### src/rtl/phc_pkg.sv
package phc_pkg;

    localparam int unsigned NCH = 3;

    typedef enum logic [2:0] {
        FM_NONE    = 3'd0,
        FM_LOSE_C3 = 3'd1,
        FM_LOSE_C2 = 3'd2,
        FM_LOSE_C1 = 3'd3,
        FM_ONLY_C1 = 3'd4,
        FM_ONLY_C2 = 3'd5,
        FM_ONLY_C3 = 3'd6,
        FM_ALL     = 3'd7
    } fault_mode_e;

    typedef enum logic [0:0] {
        ST_IDLE = 1'b0,
        ST_EVAL = 1'b1
    } seq_state_e;

    // Flag bit i set means channel i+1 is sagged.
    function automatic fault_mode_e classify(input logic [NCH-1:0] sag);
        fault_mode_e m;
        unique case (sag)
            3'b000:  m = FM_NONE;
            3'b100:  m = FM_LOSE_C3;
            3'b010:  m = FM_LOSE_C2;
            3'b001:  m = FM_LOSE_C1;
            3'b110:  m = FM_ONLY_C1;
            3'b101:  m = FM_ONLY_C2;
            3'b011:  m = FM_ONLY_C3;
            default: m = FM_ALL;
        endcase
        return m;
    endfunction

endpackage

### src/rtl/phc_align.sv
module phc_align #(
    parameter int W = 16
) (
    input  logic signed [W-1:0] raw     [phc_pkg::NCH],
    output logic signed [W-1:0] aligned [phc_pkg::NCH]
);
    // One third of a full turn, rounded: (2^(W+1) + 3) / 6.
    localparam longint THIRD_L = ((longint'(1) << (W + 1)) + 3) / 6;
    localparam logic signed [W-1:0] THIRD = W'(THIRD_L);

    for (genvar g = 0; g < int'(phc_pkg::NCH); g++) begin : g_ch
        if (g == 0) begin : g_base
            assign aligned[g] = raw[g];
        end else if (g == 1) begin : g_lead
            assign aligned[g] = raw[g] + THIRD;
        end else begin : g_lag
            assign aligned[g] = raw[g] - THIRD;
        end
    end
endmodule

### src/rtl/phc_mode_dec.sv
module phc_mode_dec
    import phc_pkg::*;
(
    input  logic [NCH-1:0] sag,
    output fault_mode_e    mode,
    output logic [1:0]     pref,
    output logic           any_ok
);
    always_comb begin
        mode   = classify(sag);
        any_ok = ~&sag;
        pref   = 2'd0;
        for (int i = NCH - 1; i >= 0; i--) begin
            if (!sag[i]) pref = 2'(i);
        end
    end
endmodule

### src/rtl/phc_blend.sv
module phc_blend
    import phc_pkg::*;
#(
    parameter int W = 16,
    parameter int K = W + 4
) (
    input  logic signed [W-1:0] c [NCH],
    input  fault_mode_e         mode,
    output logic signed [W-1:0] err
);
    localparam int SW = W + 2;
    localparam int PW = SW + K + 1;
    // Reciprocal of three scaled by 2^K, rounded.
    localparam longint RECIP_L = ((longint'(1) << (K + 1)) + 3) / 6;
    localparam logic signed [PW-1:0] RECIP = PW'(RECIP_L);
    localparam logic signed [PW-1:0] HALF  = PW'(longint'(1) << (K - 1));

    logic signed [SW-1:0] sum3;
    logic signed [PW-1:0] sum_x, prod, biased, shifted;
    logic signed [W-1:0]  mean3;
    logic signed [W:0]    p12, p13, p23;
    logic signed [W-1:0]  m12, m13, m23;

    always_comb begin
        sum3    = SW'(c[0]) + SW'(c[1]) + SW'(c[2]);
        sum_x   = {{(PW - SW){sum3[SW-1]}}, sum3};
        prod    = sum_x * RECIP;
        biased  = prod + HALF;
        shifted = biased >>> K;
        mean3   = shifted[W-1:0];
    end

    always_comb begin
        p12 = (W+1)'(c[0]) + (W+1)'(c[1]) + (W+1)'(1);
        p13 = (W+1)'(c[0]) + (W+1)'(c[2]) + (W+1)'(1);
        p23 = (W+1)'(c[1]) + (W+1)'(c[2]) + (W+1)'(1);
        m12 = p12[W:1];
        m13 = p13[W:1];
        m23 = p23[W:1];
    end

    always_comb begin
        unique case (mode)
            FM_NONE:    err = mean3;
            FM_LOSE_C3: err = m12;
            FM_LOSE_C2: err = m13;
            FM_LOSE_C1: err = m23;
            FM_ONLY_C1: err = c[0];
            FM_ONLY_C2: err = c[1];
            FM_ONLY_C3: err = c[2];
            default:    err = '0;
        endcase
    end
endmodule

### src/rtl/phase_err_combiner.sv
module phase_err_combiner
    import phc_pkg::*;
#(
    parameter int W = 16
) (
    input  logic                clk,
    input  logic                rst_n,
    input  logic                in_valid,
    input  logic signed [W-1:0] err_ab,
    input  logic signed [W-1:0] err_bc,
    input  logic signed [W-1:0] err_ca,
    input  logic [2:0]          sag_flags,
    output logic                out_valid,
    output logic signed [W-1:0] err_out,
    output logic [2:0]          mode_code,
    output logic [1:0]          ref_chan
);
    seq_state_e          state_q, state_d;
    logic signed [W-1:0] raw_q   [NCH];
    logic signed [W-1:0] aligned [NCH];
    logic [NCH-1:0]      sag_q;
    fault_mode_e         mode_w;
    logic [1:0]          pref_w;
    logic                any_ok_w;
    logic signed [W-1:0] blend_w;

    // Sample capture on the strobe.
    always_ff @(posedge clk or negedge rst_n) begin
        if (!rst_n) begin
            for (int i = 0; i < NCH; i++) raw_q[i] <= '0;
            sag_q <= '0;
        end else if (in_valid) begin
            raw_q[0] <= err_ab;
            raw_q[1] <= err_bc;
            raw_q[2] <= err_ca;
            sag_q    <= sag_flags;
        end
    end

    phc_align #(.W(W)) u_align (
        .raw     (raw_q),
        .aligned (aligned)
    );

    phc_mode_dec u_mode (
        .sag    (sag_q),
        .mode   (mode_w),
        .pref   (pref_w),
        .any_ok (any_ok_w)
    );

    phc_blend #(.W(W)) u_blend (
        .c    (aligned),
        .mode (mode_w),
        .err  (blend_w)
    );

    // Sequencer: IDLE -> EVAL on strobe; EVAL -> EVAL on strobe, else IDLE.
    always_comb begin
        unique case (state_q)
            ST_IDLE: state_d = in_valid ? ST_EVAL : ST_IDLE;
            ST_EVAL: state_d = in_valid ? ST_EVAL : ST_IDLE;
            default: state_d = ST_IDLE;
        endcase
    end

    always_ff @(posedge clk or negedge rst_n) begin
        if (!rst_n) state_q <= ST_IDLE;
        else        state_q <= state_d;
    end

    // Result registers, written only while evaluating.
    always_ff @(posedge clk or negedge rst_n) begin
        if (!rst_n) begin
            out_valid <= 1'b0;
            err_out   <= '0;
            mode_code <= '0;
            ref_chan  <= '0;
        end else begin
            out_valid <= (state_q == ST_EVAL);
            if (state_q == ST_EVAL) begin
                err_out   <= blend_w;
                mode_code <= mode_w;
                if (any_ok_w) ref_chan <= pref_w;
            end
        end
    end
endmodule

### config.mk
export PLATFORM = sky130hd
export DESIGN_NAME = phase_err_combiner
export DESIGN_NICKNAME = d
export VERILOG_FILES = /design/src/rtl/phc_pkg.sv /design/src/rtl/phc_align.sv /design/src/rtl/phc_mode_dec.sv /design/src/rtl/phc_blend.sv /design/src/rtl/phase_err_combiner.sv
export SDC_FILE = /design/constraint.sdc
export NUM_CORES = 1
export LEC_CHECK = 0
export BUFFER_PORTS_ARGS = -buffer_cell sky130_fd_sc_hd__buf_2
export CAP_MARGIN = 20
export CORE_MARGIN = 2
export CORE_UTILIZATION = 56
export CTS_BUF_LIST = sky130_fd_sc_hd__clkbuf_2 sky130_fd_sc_hd__clkbuf_4 sky130_fd_sc_hd__clkbuf_8
export DETAILED_ROUTE_END_ITERATION = 8
export GPL_TIMING_DRIVEN = 0
export MAX_ROUTING_LAYER = met4
export PLACE_DENSITY = 0.75
export SLEW_MARGIN = 5
export SYNTH_ARGS = -nofsm -noshare
export SYNTH_HDL_FRONTEND = slang
export SYNTH_SLANG_ARGS = --single-unit
### constraint.sdc
create_clock -name clk -period 12.3 [get_ports clk]
set_input_delay 2.46 -clock clk [delete_from_list [all_inputs] [get_ports clk]]
set_output_delay 2.46 -clock clk [all_outputs]
set_load 0.02 [all_outputs]
; ---- Word-level counts from Yosys, hierarchy flattened
; Cells that the tools add are included.
[word_totals]
output_inout_bits = 22
regBits = 74
ramBits = 0
wordCells = 44
inputBits = 54
mem_bits_ro = 0
memories = 0
latchBits = 0
[classes]
mul = 1
order_cmp = 0
bitwise_logic = 1
shifts = 0
div = 0
n_mux = 6
n_addsub = 11
eq_ne = 12
n_reduce_logical = 4
[ops]
columns = cell, count
row1 = 16-bit case mux with 7 select lines, 1
row2 = 16-bit by 16-bit adder with 17-bit output, 4
row3 = "17-bit by 2-bit adder with 17-bit output, second input constant", 3
row4 = "36-bit by 21-bit adder with 36-bit output, second input constant", 1
row5 = "18-bit by 20-bit multiplier with 36-bit output, second input constant", 1
row6 = 3-bit case mux with 7 select lines, 1
row7 = 17-bit by 16-bit adder with 18-bit output, 1
row8 = "3-bit equality test, second input constant", 6
row9 = "16-bit adder, second input constant", 1
row10 = "16-bit subtractor, second input constant", 1
row11 = "3-bit by 2-bit equality test with 1-bit output, second input constant", 4
row12 = "3-bit by 1-bit equality test with 1-bit output, second input constant", 2
row13 = 3-bit logical NOT, 2
row14 = 2-bit two-way mux, 3
row15 = 3-bit AND reduction, 1
row16 = 2-bit AND reduction, 1
row17 = 1-bit two-way mux, 1
row18 = 1-bit inverter, 1

; ---- Depth between registers and ports, before layout
[depth]
depth_word = 6
mapped_depth = 38

; ---- Modules after synthesis
; A second synthesis with hierarchy kept.
[hier_totals]
cells_unflattened = 1276
area_unflattened_um2 = 12136.6
[by_module_without_submodules]
columns = mod, instances, cells_per_inst, seq_area_each_um2, area_each_um2
row1 = phc_blend, 1, 1000, 0.0, 8336.7
row2 = phase_err_combiner, 1, 155, 1851.8, 2987.9
row3 = phc_align, 1, 111, 0.0, 758.2
row4 = phc_mode_dec, 1, 10, 0.0, 53.8

; ---- Worst setup path after synthesis
; OpenSTA, ideal clock, no wires.
[synth_path]
kind = flip-flop to flip-flop
start = register raw_q[16] (netlist bit)
end = register err_out[15]
period_less_slack_ps = 8796
setup_slack_ps = 3504
stages_incl_launch_ff = 35
t_arrival_ps = 8655
path_buffers = 0
setup_ps = 141
path_cell_list = dfrtp_1 -> ha_1 -> o21ai_0 -> a21boi_0 -> o21ai_0 -> xor2_1 -> fa_1 -> ha_1 -> o2111a_1 -> a221oi_1 -> a2111oi_0 -> o21a_1 -> o21ai_0 -> a21oi_1 -> xor2_1 -> ha_1 -> xor2_1 -> ha_1 -> inv_1 -> fa_1 -> fa_1 -> inv_1 -> fa_1 -> inv_1 -> fa_1 -> inv_1 -> ha_1 -> a21o_1 -> a21oi_1 -> o21ai_0 -> o21a_1 -> a21oi_1 -> o311a_1 -> nor3_1 -> a41oi_1
[synth_via]
elab_chain_len = 6
word_cells_on_any_way = 10
classes_between = 8 x add/sub / 1 x mul / 1 x mux
[synth_lines]
columns = element, line
row1 = "start, declared", phase_err_combiner.sv:19  ; logic signed [W-1:0] raw_q [NCH];
row2 = 16-bit adder *, phc_align.sv:15  ; assign aligned[g] = raw[g] + THIRD;
row3 = 16-bit by 16-bit adder with 17-bit output, "phc_blend.sv:25, phc_blend.sv:34"
row4 = 17-bit by 16-bit adder with 18-bit output, phc_blend.sv:25  ; sum3 = SW'(c[0]) + SW'(c[1]) + SW'(c[2]);
row5 = 18-bit by 20-bit multiplier with 36-bit output, phc_blend.sv:27  ; prod = sum_x * RECIP;
row6 = 36-bit by 21-bit adder with 36-bit output, phc_blend.sv:28  ; biased = prod + HALF;
row7 = 16-bit case mux with 7 select lines *, phc_blend.sv:43  ; unique case (mode)
row8 = "end signal, assigned", phase_err_combiner.sv:82  ; err_out <= blend_w;
row9 = "end, declared", phase_err_combiner.sv:14  ; output logic signed [W-1:0] err_out,
; Every way passes the cells marked *; elsewhere a longest branch is shown, timed or not.
; A chain may end at the register's enable or synchronous reset.

; ---- Final worst setup path
; Ends and elaborated chain as after synthesis.

==> flow_metrics.py <==
metrics = {
    "grt": {
        "antenna_found_initial": 0,
        "grt_pass1_wl_mm": 50.47,
        "grt-ovfl-total": 0,
        "grt_start_max_net_pins": 58,
        "grt_pass1_vias": 9939,
        "grt_use_total": 0.2997,
    },
    "cts": {
        "cts_root_buffer": "clkbuf_8",
        "cts_hold_buf": 0,
        "clock_latency_ns": 0.39,
        "cts_resized": 0,
        "clock-sinks": 74,
        "cts_tree": "yes",
        "numCtsBuffers": 9,
        "cts.path.max_buffers": 2,
        "cts-htree-levels": 3,
        "path_clk_slew_ns": 0.09,
        "cts_setup_buffers": 0,
    },
    "timing": {
        "setup_viol": 0,
        "finalClockSkew_ns": 0.01746,
        "tightest_slew_ns": 0.9772,
        "fin_ws_ns": 1.684,
        "report.final.slew_viol_count": 0,
        "finalHoldViolations": 0,
        "period_share": 0.8631,
        "max_clock_freq_mhz": 94.20,
        "min_period_ns": 10.62,
        "rsz0062_at_grt": "no",
        "hold_slack_ns": 0.3969,
        "relSlewSlack": 0.3435,
        "fin_setup_tns_ns": 0,
    },
    "setup_path": {
        "critPathSlowestCell": "a2111oi_0",
        "worst_ep_required_time_ns": 12.54,
        "crit_path_end_kind": "register",
        "critPathKind": "reg2reg",
        "timing.rr.end": "err_out[15]",
        "reg2reg_from": "raw_q[16]",
        "r2r_cells": 34,
        "worst_setup_path_start_kind": "register",
        "cp_data_arrival_time_ns": 10.85,
        "reg2reg_slack_ns": 1.68,
        "cp_max_fo": 7,
        "slowest_delay_ns": 0.62,
    },
    "floorplan": {
        "die_width_microns": 148.5,
        "dieArea_sq_mm": 0.02205,
        "ios": 76,
        "initial_core_util": 0.5741,
        "design.core.area_sq_mm": 0.02036,
        "rows": 52,
        "die-height_microns": 148.5,
    },
    "synth": {
        "synth_nets": 1624,
        "yosysTopAreaCell": "ha_1",
        "synth-edff-count": 0,
        "yosysMostFrequentCell": "inv_1",
        "ys_warn_count": 0,
        "seq_area_frac_synth": 0.1584,
        "synth_top_area_frac": 0.1873,
        "synth-main-ff-cell": "dfrtp_1",
        "synth.distinct_cells": 76,
        "ys_top_cells_by_count": "203 x inv_1, 175 x ha_1, 101 x fa_1",
        "synthArstFlopShare": 1.000,
        "ys_seq_elements": 74,
        "syn_area_sq_mm": 0.01169,
        "synth_area_leaders": "ha_1 19%, fa_1 17%, dfrtp_1 16%",
        "synth_area_per_cell_sq_um": 9.035,
        "synthCells": 1294,
    },
    "worst_hold_path": {
        "hold_depth": 0,
        "worstHoldPathType": "reg2reg",
        "hold_end": "out_valid",
        "min_from": "state_q",
    },
    "run": {
        "maxCapViolCount": 0,
    },
    "final_layout": {
        "insertedDiodeCount": 0,
        "layout.nets": 1711,
        "area_growth_pct": 7.995,
        "drive_gt1_frac": 0.1105,
        "finish.cell_count_without_fillers": 1655,
    },
    "routing": {
        "wl_per_cell_microns": 18.63,
        "drc": 0,
        "first_pass_iters": 8,
        "ant_nets": 0,
        "via_per_inst": 5.866,
        "vias": 9708,
        "wirelength_mm": 30.83,
        "drt-initial-drc-count": 737,
    },
    "place": {
        "io_buffer_count": 75,
        "globalplace.congestion": 0.9866,
        "hpwlAfterDp_mm": 26.12,
        "pre_cts_ws_ns": 1.731,
        "dp.cells": 1640,
    },
    "run_status": {
        "status": "complete, no violations",
    },
}
[critical path, delay by kind of cell (launching register included)]
family | cells | cell delay [ns]
compound gates | 16 | 4.09
xor+xnor | 3 | 0.89
fa+ha+maj | 10 | 4.24
buf+inv | 4 | 0.34
flops | 1 | 0.49
simple gates | 1 | 0.41
[sequential cells by signal (all words and copies together) (netlist names)]
register   cells
mode_code      3
err_out       16
out_valid      1
raw_q         48
state_q        1
sag_q          3
ref_chan       2
[cell usage in the layout (no fill, tap or decap), drive strengths merged, types with 5 or more instances in the layout]
master and count:
nor2 66, a211oi 8, o21a 8, nand3b 6
o31ai 5, a21o 29, buf 80, o21bai 6
or3 5, nor3 27, nand2 65, a2111oi 7
o21ai 72, mux2 41, inv 204, a31o 5
o22ai 5, nand2b 14, xnor2 54, a221o 5
clkbuf 37, nand4 9, a22o 9, and2 8
o2bb2ai 8, a221oi 13, o211ai 12, xor2 36
a31oi 9, fa 101, dfrtp 74, nand3 18
and3 8, nor2b 15, ha 175, a21oi 78
[routing by layer]
metal | track usage | vias to the layer above | share of wire
li1 | - | 4686 | -
met1 | 0.4007 | 4677 | 0.45
met2 | 0.4912 | 304 | 0.48
met3 | 0.03466 | 41 | 0.058
met4 | 0.07238 | 0 | 0.018
met5 | - | - | 0
[worst max path at each step]
stage | startpoint | cells after the start | slack, ns | endpoint
after floorplan | raw_q[16] | 34 | 3.50 | err_out[15]
after global placement | raw_q[16] | 34 | 1.79 | err_out[15]
after detailed placement | raw_q[16] | 34 | 1.73 | err_out[15]
after CTS | raw_q[16] | 34 | 1.69 | err_out[15]
after global routing | raw_q[16] | 34 | 0.97 | err_out[15]
final | raw_q[16] | 34 | 1.68 | err_out[15]
[cell families (layout without fill, tap and decap cells)]
kind of cell,count (synthesis),count (layout),synth area share
AO/OA/AOI/OAI,316,316,0.1864
AND/OR/NAND/NOR,260,260,0.1096
multiplexers,44,44,0.04206
adder cells (fa/ha/maj),276,276,0.3602
flip-flops,74,74,0.1584
buffers and inverters,234,325,0.07588
XOR/XNOR,90,90,0.06742
[cell type report]
class / count / area, sq um
Tap cell: 270 / 337.8
Clock inverter: 5 / 53.80
Fill cell: 1772 / 7739
Multi-Input combinational cell: 986 / 8952
Sequential cell: 74 / 1852
Clock buffer: 10 / 137.6
Buffer: 31 / 125.1
Inverter: 203 / 762.0
Timing Repair Buffer: 76 / 405.4
[per-stage QoR]
stage               cell area [sq um]    util
detailed placement              12430  0.6106
global placement                12400  0.6091
finish                          12630  0.6200
CTS                             12630  0.6200
floorplan                       11690       -
global route                    12630  0.6200
Power is left out: the tool's default activity adds up to more than one toggle a clock period on the data nets, which glitch-free logic cannot reach.
